`src/rtl/pfd_pkg.sv`:
```
package pfd_pkg;

    typedef enum logic [1:0] {
        ST_IDLE = 2'd0,
        ST_UP   = 2'd1,
        ST_DN   = 2'd2
    } pfd_state_e;

    localparam int PFD_CNT_W_DEF      = 8;
    localparam int PFD_LOCK_COUNT_DEF = 16;

endpackage

```
`src/rtl/pfd_rise_detect.sv`:
```
module pfd_rise_detect #(
    parameter int N = 2
) (
    input  logic         clk,
    input  logic         rst_n,
    input  logic [N-1:0] sig_in,
    output logic [N-1:0] rise
);

    logic [N-1:0] prev_q;

    for (genvar i = 0; i < N; i++) begin : g_bit
        always_ff @(posedge clk or negedge rst_n) begin
            if (!rst_n) begin
                prev_q[i] <= 1'b0;
            end else begin
                prev_q[i] <= sig_in[i];
            end
        end
        assign rise[i] = sig_in[i] & ~prev_q[i];
    end

endmodule

```
`src/rtl/pfd_state_ctrl.sv`:
```
module pfd_state_ctrl
    import pfd_pkg::*;
#(
    parameter int CNT_W = PFD_CNT_W_DEF
) (
    input  logic             clk,
    input  logic             rst_n,
    input  logic             fb_rise,
    input  logic             ref_rise,
    output logic             up_n,
    output logic             dn_n,
    output logic             cmp_done,
    output logic [CNT_W-1:0] cmp_width
);

    localparam logic [CNT_W-1:0] CNT_MAX = {CNT_W{1'b1}};
    localparam logic [CNT_W-1:0] CNT_ONE = CNT_W'(1);

    pfd_state_e       state_q, state_d;
    logic [CNT_W-1:0] cnt_q;

    // next state and comparison result
    always_comb begin
        state_d   = state_q;
        cmp_done  = 1'b0;
        cmp_width = '0;
        unique case (state_q)
            ST_IDLE: begin
                if (fb_rise && ref_rise) begin
                    cmp_done = 1'b1;            // tie
                end else if (fb_rise) begin
                    state_d = ST_DN;            // open-dn
                end else if (ref_rise) begin
                    state_d = ST_UP;            // open-up
                end
            end
            ST_DN: begin
                if (ref_rise) begin
                    state_d   = ST_IDLE;        // close-dn
                    cmp_done  = 1'b1;
                    cmp_width = cnt_q;
                end
            end
            ST_UP: begin
                if (fb_rise) begin
                    state_d   = ST_IDLE;        // close-up
                    cmp_done  = 1'b1;
                    cmp_width = cnt_q;
                end
            end
            default: state_d = ST_IDLE;
        endcase
    end

    // state register
    always_ff @(posedge clk or negedge rst_n) begin
        if (!rst_n) begin
            state_q <= ST_IDLE;
        end else begin
            state_q <= state_d;
        end
    end

    // open-time counter: holds cycles spent in the active state
    always_ff @(posedge clk or negedge rst_n) begin
        if (!rst_n) begin
            cnt_q <= CNT_ONE;
        end else if (state_q == ST_IDLE) begin
            cnt_q <= CNT_ONE;
        end else if (cnt_q != CNT_MAX) begin
            cnt_q <= cnt_q + CNT_ONE;
        end
    end

    // outputs
    always_comb begin
        up_n = (state_q != ST_UP);
        dn_n = (state_q != ST_DN);
    end

    a_r4_tie_no_pulse: assert property (@(posedge clk) disable iff (!rst_n)
        (up_n && dn_n && fb_rise && ref_rise) |=> (up_n && dn_n));

    a_r2_fb_lead_opens_dn: assert property (@(posedge clk) disable iff (!rst_n)
        (up_n && dn_n && fb_rise && !ref_rise) |=> !dn_n);

    a_r3_ref_lead_opens_up: assert property (@(posedge clk) disable iff (!rst_n)
        (up_n && dn_n && ref_rise && !fb_rise) |=> !up_n);

    a_r6_dn_holds_on_extra_lead: assert property (@(posedge clk) disable iff (!rst_n)
        (!dn_n && !ref_rise) |=> !dn_n);

    a_r10_close_wins: assert property (@(posedge clk) disable iff (!rst_n)
        (!dn_n && ref_rise && fb_rise) |=> (up_n && dn_n));

endmodule

```
`src/rtl/pfd_lock_track.sv`:
```
module pfd_lock_track #(
    parameter int CNT_W      = 8,
    parameter int LOCK_COUNT = 16
) (
    input  logic             clk,
    input  logic             rst_n,
    input  logic             cmp_done,
    input  logic [CNT_W-1:0] cmp_width,
    input  logic [CNT_W-1:0] lock_window,
    output logic             locked
);

    localparam int               LC_W      = $clog2(LOCK_COUNT + 1);
    localparam logic [LC_W-1:0]  GOOD_LAST = LC_W'(LOCK_COUNT - 1);
    localparam logic [LC_W-1:0]  GOOD_FULL = LC_W'(LOCK_COUNT);
    localparam logic [LC_W-1:0]  GOOD_ONE  = LC_W'(1);

    logic [LC_W-1:0] good_q;
    logic            in_window;

    assign in_window = (cmp_width <= lock_window);

    always_ff @(posedge clk or negedge rst_n) begin
        if (!rst_n) begin
            good_q <= '0;
            locked <= 1'b0;
        end else if (cmp_done) begin
            if (in_window) begin
                if (good_q != GOOD_FULL) begin
                    good_q <= good_q + GOOD_ONE;
                end
                if (good_q >= GOOD_LAST) begin
                    locked <= 1'b1;
                end
            end else begin
                good_q <= '0;
                locked <= 1'b0;
            end
        end
    end

    a_r9_wide_clears_lock: assert property (@(posedge clk) disable iff (!rst_n)
        (cmp_done && (cmp_width > lock_window)) |=> !locked);

    a_r8_lock_kept_in_window: assert property (@(posedge clk) disable iff (!rst_n)
        (locked && cmp_done && (cmp_width <= lock_window)) |=> locked);

    a_r8_lock_only_on_done: assert property (@(posedge clk) disable iff (!rst_n)
        (!cmp_done) |=> $stable(locked));

endmodule

```
`src/rtl/pfd_lock_top.sv`:
```
module pfd_lock_top
    import pfd_pkg::*;
#(
    parameter int CNT_W      = PFD_CNT_W_DEF,
    parameter int LOCK_COUNT = PFD_LOCK_COUNT_DEF
) (
    input  logic             clk,
    input  logic             rst_n,
    input  logic             fb_in,
    input  logic             ref_in,
    input  logic [CNT_W-1:0] lock_window,
    output logic             up_n,
    output logic             dn_n,
    output logic             locked
);

    localparam int IDX_FB  = 0;
    localparam int IDX_REF = 1;

    logic [1:0]       rises;
    logic             cmp_done;
    logic [CNT_W-1:0] cmp_width;

    pfd_rise_detect #(.N(2)) u_rise (
        .clk    (clk),
        .rst_n  (rst_n),
        .sig_in ({ref_in, fb_in}),
        .rise   (rises)
    );

    pfd_state_ctrl #(.CNT_W(CNT_W)) u_ctrl (
        .clk       (clk),
        .rst_n     (rst_n),
        .fb_rise   (rises[IDX_FB]),
        .ref_rise  (rises[IDX_REF]),
        .up_n      (up_n),
        .dn_n      (dn_n),
        .cmp_done  (cmp_done),
        .cmp_width (cmp_width)
    );

    pfd_lock_track #(.CNT_W(CNT_W), .LOCK_COUNT(LOCK_COUNT)) u_lock (
        .clk         (clk),
        .rst_n       (rst_n),
        .cmp_done    (cmp_done),
        .cmp_width   (cmp_width),
        .lock_window (lock_window),
        .locked      (locked)
    );

    a_r7_never_both_low: assert property (@(posedge clk) disable iff (!rst_n)
        (up_n || dn_n));

endmodule

```
`config.mk`:
```
export PLATFORM = sky130hd
export DESIGN_NAME = pfd_lock_top
export DESIGN_NICKNAME = d
export VERILOG_FILES = /design/src/rtl/pfd_pkg.sv /design/src/rtl/pfd_rise_detect.sv /design/src/rtl/pfd_state_ctrl.sv /design/src/rtl/pfd_lock_track.sv /design/src/rtl/pfd_lock_top.sv
export SDC_FILE = /design/constraint.sdc
export NUM_CORES = 1
export LEC_CHECK = 0
export ABC_AREA = 0
export BUFFER_PORTS_ARGS = -buffer_cell sky130_fd_sc_hd__buf_2
export CAP_MARGIN = 10
export CORE_MARGIN = 2
export CORE_UTILIZATION = 35
export CTS_CLUSTER_SIZE = 10
export DETAILED_ROUTE_END_ITERATION = 8
export HOLD_SLACK_MARGIN = 0.02
export PLACE_DENSITY_LB_ADDON = 0.05
export SLEW_MARGIN = 0
export SYNTH_ARGS = -nofsm -noshare
export SYNTH_HDL_FRONTEND = slang
export SYNTH_SLANG_ARGS = --single-unit
```
`constraint.sdc`:
```
create_clock -name clk -period 2.62 [get_ports clk]
set_input_delay 0.524 -clock clk [delete_from_list [all_inputs] [get_ports clk]]
set_output_delay 0.524 -clock clk [all_outputs]
set_load 0.02 [all_outputs]
```
==> results <==
- The run finished with clean final reports.
- The delay of the slowest cell on the worst path is 0.44 ns.
- The smallest hold slack is 0.198 ns.
- The top cell type by area accounts for 31.5% of the synthesized area.
- The repair_antennas step left the layout with diodes totalling 0.
- The headroom to the max-slew limit is 71.2%.
- STA classifies the critical path endpoint as a register.
- The via count is 1,135.
- The die height is 66.1 microns.
- The number of global-route vias before repair is 1,158.
- Setup violations remaining at the end of the flow were counted as 0.
- The number of distinct standard cells referenced by the synthesized netlist is 43.
- The worst reg-to-reg setup slack is 0.11 ns.
- The final number of max-transition violations came to 0.
- Clock-pin slew was measured on the worst setup and hold paths at 0.07 ns.
- The wire length of the first global-routing pass is 5.04 mm.
- The number of remaining DRC errors is 0.
- The number of sinks on the clock net is 18.
- By area the synthesized netlist is led by sky130_fd_sc_hd__dfrtp_1 (31%), sky130_fd_sc_hd__ha_1 (16%), sky130_fd_sc_hd__and2_1 (4.2%).
- The cell at the root of the clock tree is sky130_fd_sc_hd__clkbuf_8.
- The logic depth of the worst register-to-register path is 11.
- The detailed placement HPWL is 2.22 mm.
- Ranked by instance count, the synthesized netlist is headed by sky130_fd_sc_hd__dfrtp_1 (17), sky130_fd_sc_hd__ha_1 (17), sky130_fd_sc_hd__inv_1 (15).
- Data arrives at the worst endpoint at 2.65 ns.
- Based on the critical path, the design can be clocked at up to 399 MHz.
- The total detailed-routing wirelength is 2.95 mm.
- The net count after synthesis is 175.
- The core outline area is 3690 sq um.
- For this run, the leading register cell type out of synthesis is sky130_fd_sc_hd__dfrtp_1.
- The number of hold violations in the final report was 0.
- The number of buffers added on ports is 14.
- The clock period minus worst slack is 2.51 ns.
- The worst vdd rail ir drop is 0.379 mV.
- The post-route fraction of the period consumed by the critical path is 95.7%.
- The number of hold buffers added after CTS was 0.
- After detailed routing, the average wire length per cell comes to 13.3 microns.
- The maximum level of the CTS H-tree is 1.
- The cell type group with the largest total delay on the critical path is compound AO/OA/AOI/OAI gates.
- The endpoint identified for the worst register-to-register timing path is u_lock.good_q[0].
- The power density over the cells is 680 nW/um^2.
- The pin count of the biggest net entering global routing is 19.
- The start point of the critical path is u_ctrl.state_q[0].
- The leakage power of the design is 0.768 nW.
- The combined global-route utilization of all metal layers is 14.8%.
- The insertion delay of the later-clocked pin in the worst-skew pair is 0.25 ns.
- The count of state elements after synthesis is 18.
- The finished cells cover 1690 sq um.
- The worst setup skew after layout is 0.00591 ns.
- Once detail routing completed, the nets flagged for antenna violations numbered 0.
- The slowest stage of the critical path is the sky130_fd_sc_hd__dfrtp_1 cell.
- The net total in the final layout is 204.
- STA puts the critical path data required time at 2.76 ns.
- The filler cells instantiated in the layout total 380.
- Counting the buffers created by CTS gives 3.
- TritonCTS built the clock tree.
- By startpoint and endpoint, the worst setup path is classified as reg -> reg.
- The share of flip-flops with an asynchronous set or reset after synthesis is 100%.
- The highest net fanout along the worst path is 7.
- The buffer and inverter count on the worst path is 2.
- After the first detailed-routing iteration, the DRC count stood at 28.
- The multi-input combinational cells in the finished layout cover a total of 912 sq um.
- The signal on the critical path passes through inv_2, ha_4, a21boi_2, buf_4, and2_1, ha_4, and4_4, and4_1, a21oi_2, o31ai_4, a22o_1.
- The longest clock path from root to sink contains 2 buffers.
- The sequential cell area is 452 sq um.
- The number of vias per cell is 5.11.
- The placed instance area is 1550 sq um.
- The number of antenna violations at the first check in global routing was 0.
- The proportion of synthesized chip area in sequential cells is 33.4%.
- Yosys printed 0 warnings.
- Of all cell types, the one taking the most synthesized area is sky130_fd_sc_hd__dfrtp_1.
- Summing every instance area after synthesis gives 1350 sq um.
- The most frequent cell on the critical path is sky130_fd_sc_hd__ha_4.
- For the pin with the worst max-slew slack, the measured transition is 0.430 ns.
- The post-route netlist has 30.5% of its cells at a drive strength greater than 1.
- The boundary pin count is 15.
- STA classifies the critical path startpoint as a register.
- Counting every instance in the synthesized netlist gives 146.
- The synthesis-to-layout area growth is 24.7%.
- The critical register-to-register path startpoint is u_ctrl.state_q[0].
- The area enclosed by the die boundary is 4370 sq um.
- In this run, synthesis inferred 0 flip-flops with an integrated enable.
- The number of optimization iterations in the first detailed-route pass is 4.
- The floorplan has 22 rows.
- Summed over all layers, the global routing overflow is 0.
- In this run the worst hold path is classified as in -> async.
- The width of the die is 66.1 microns.
- The post-synthesis area per instance is 9.26 sq um.
- The max capacitance violation total is 0.
- The initial cell density of the core is 36.6%.
- The placer congestion estimate is 0.737.
## where the power goes
part / internal [mW] / leakage (nW) / switching [mW]
clock network: 0.108 / 0.0228 / 0.0927
logic: 0.255 / 0.523 / 0.262
registers: 0.350 / 0.223 / 0.0789
## per-layer routing
metal  GRT usage (%)  wire length (microns)  vias up  part of all wire, %
li1                -                      -      573                    -
met1            19.4                   1430      548                   49
met2            25.0                   1430       10                   48
met3            1.53                     55        4                  1.9
met4            5.36                     31        0                  1.1
met5               0                      0        -                    0
## metrics by stage
step           std cells  worst slack [ns]  power [mW]  setup TNS, ns  util, %
2_1_floorplan        146            0.0942       0.735              0        -
3_3_place_gp         216           -0.0876       0.882         -0.238     42.0
3_5_place_dp         216            -0.124       0.887         -0.426     42.0
4_1_cts              220            0.0121        1.10              0     43.6
5_1_grt              222           -0.0396        1.25        -0.0597     45.7
6_report             222             0.113        1.15              0     45.7
## final cells by class
class | instances | share of cell area, %
multi-input cells | 111 | 54.1
well taps | 48 | 3.56
repair buffers | 26 | 9.50
inverters | 15 | 3.34
flip-flops and latches | 18 | 26.8
clock buffers | 4 | 2.67
## flip-flops by register name, summed over array words and instances (netlist names)
name / count
u_ctrl.cnt_q: 8
u_lock.good_q: 5
u_ctrl.state_q: 2
u_rise.prev_q: 2
u_lock.locked: 1
## cells in the final DEF, fill, tap and decap left out, drive strengths merged, types with 2 or more instances in the layout
cell and instances:
buf 26, dfrtp 17, ha 17, inv 15, nand2 11, and2 10
nor2 8, o21ai 8, nor2b 4, nand3 4, nand4 4, nand2b 4
a21oi 4, clkbuf 4, a211oi 4, a22o 3, xor2 3, and3 3
and4bb 3, nor3 3, a21boi 2, o22ai 2, and4 2
## worst max-delay path by stage
stage                                  end  slack, ns  cells after the start
after floorplan           u_lock.good_q[0]       0.09                     10
after global placement    u_lock.good_q[2]      -0.09                     12
after detailed placement  u_lock.good_q[1]      -0.12                     11
after CTS                 u_lock.good_q[0]       0.01                     11
after global routing      u_lock.good_q[0]      -0.04                     12
final                     u_lock.good_q[0]       0.11                     11
## kinds of logic after synthesis
logic type               count (synthesis)  share of synthesized area, %
multiplexers                             1                         0.741
AND/OR/NAND/NOR                         58                          25.6
adder cells (fa/ha/maj)                 17                          15.7
buffers and inverters                   17                          4.81
AO/OA/AOI/OAI                           31                          17.0
XOR/XNOR                                 4                          2.59
flip-flops                              18                          33.4
## repair_timing
action                     CTS  global route
cloned                       0             0
setup endpoints to repair    4             6
setup buffers                1             2
pin swaps                    1             3
gates resized for setup      7            15
No activity file was read; power rests on OpenSTA's default activity.
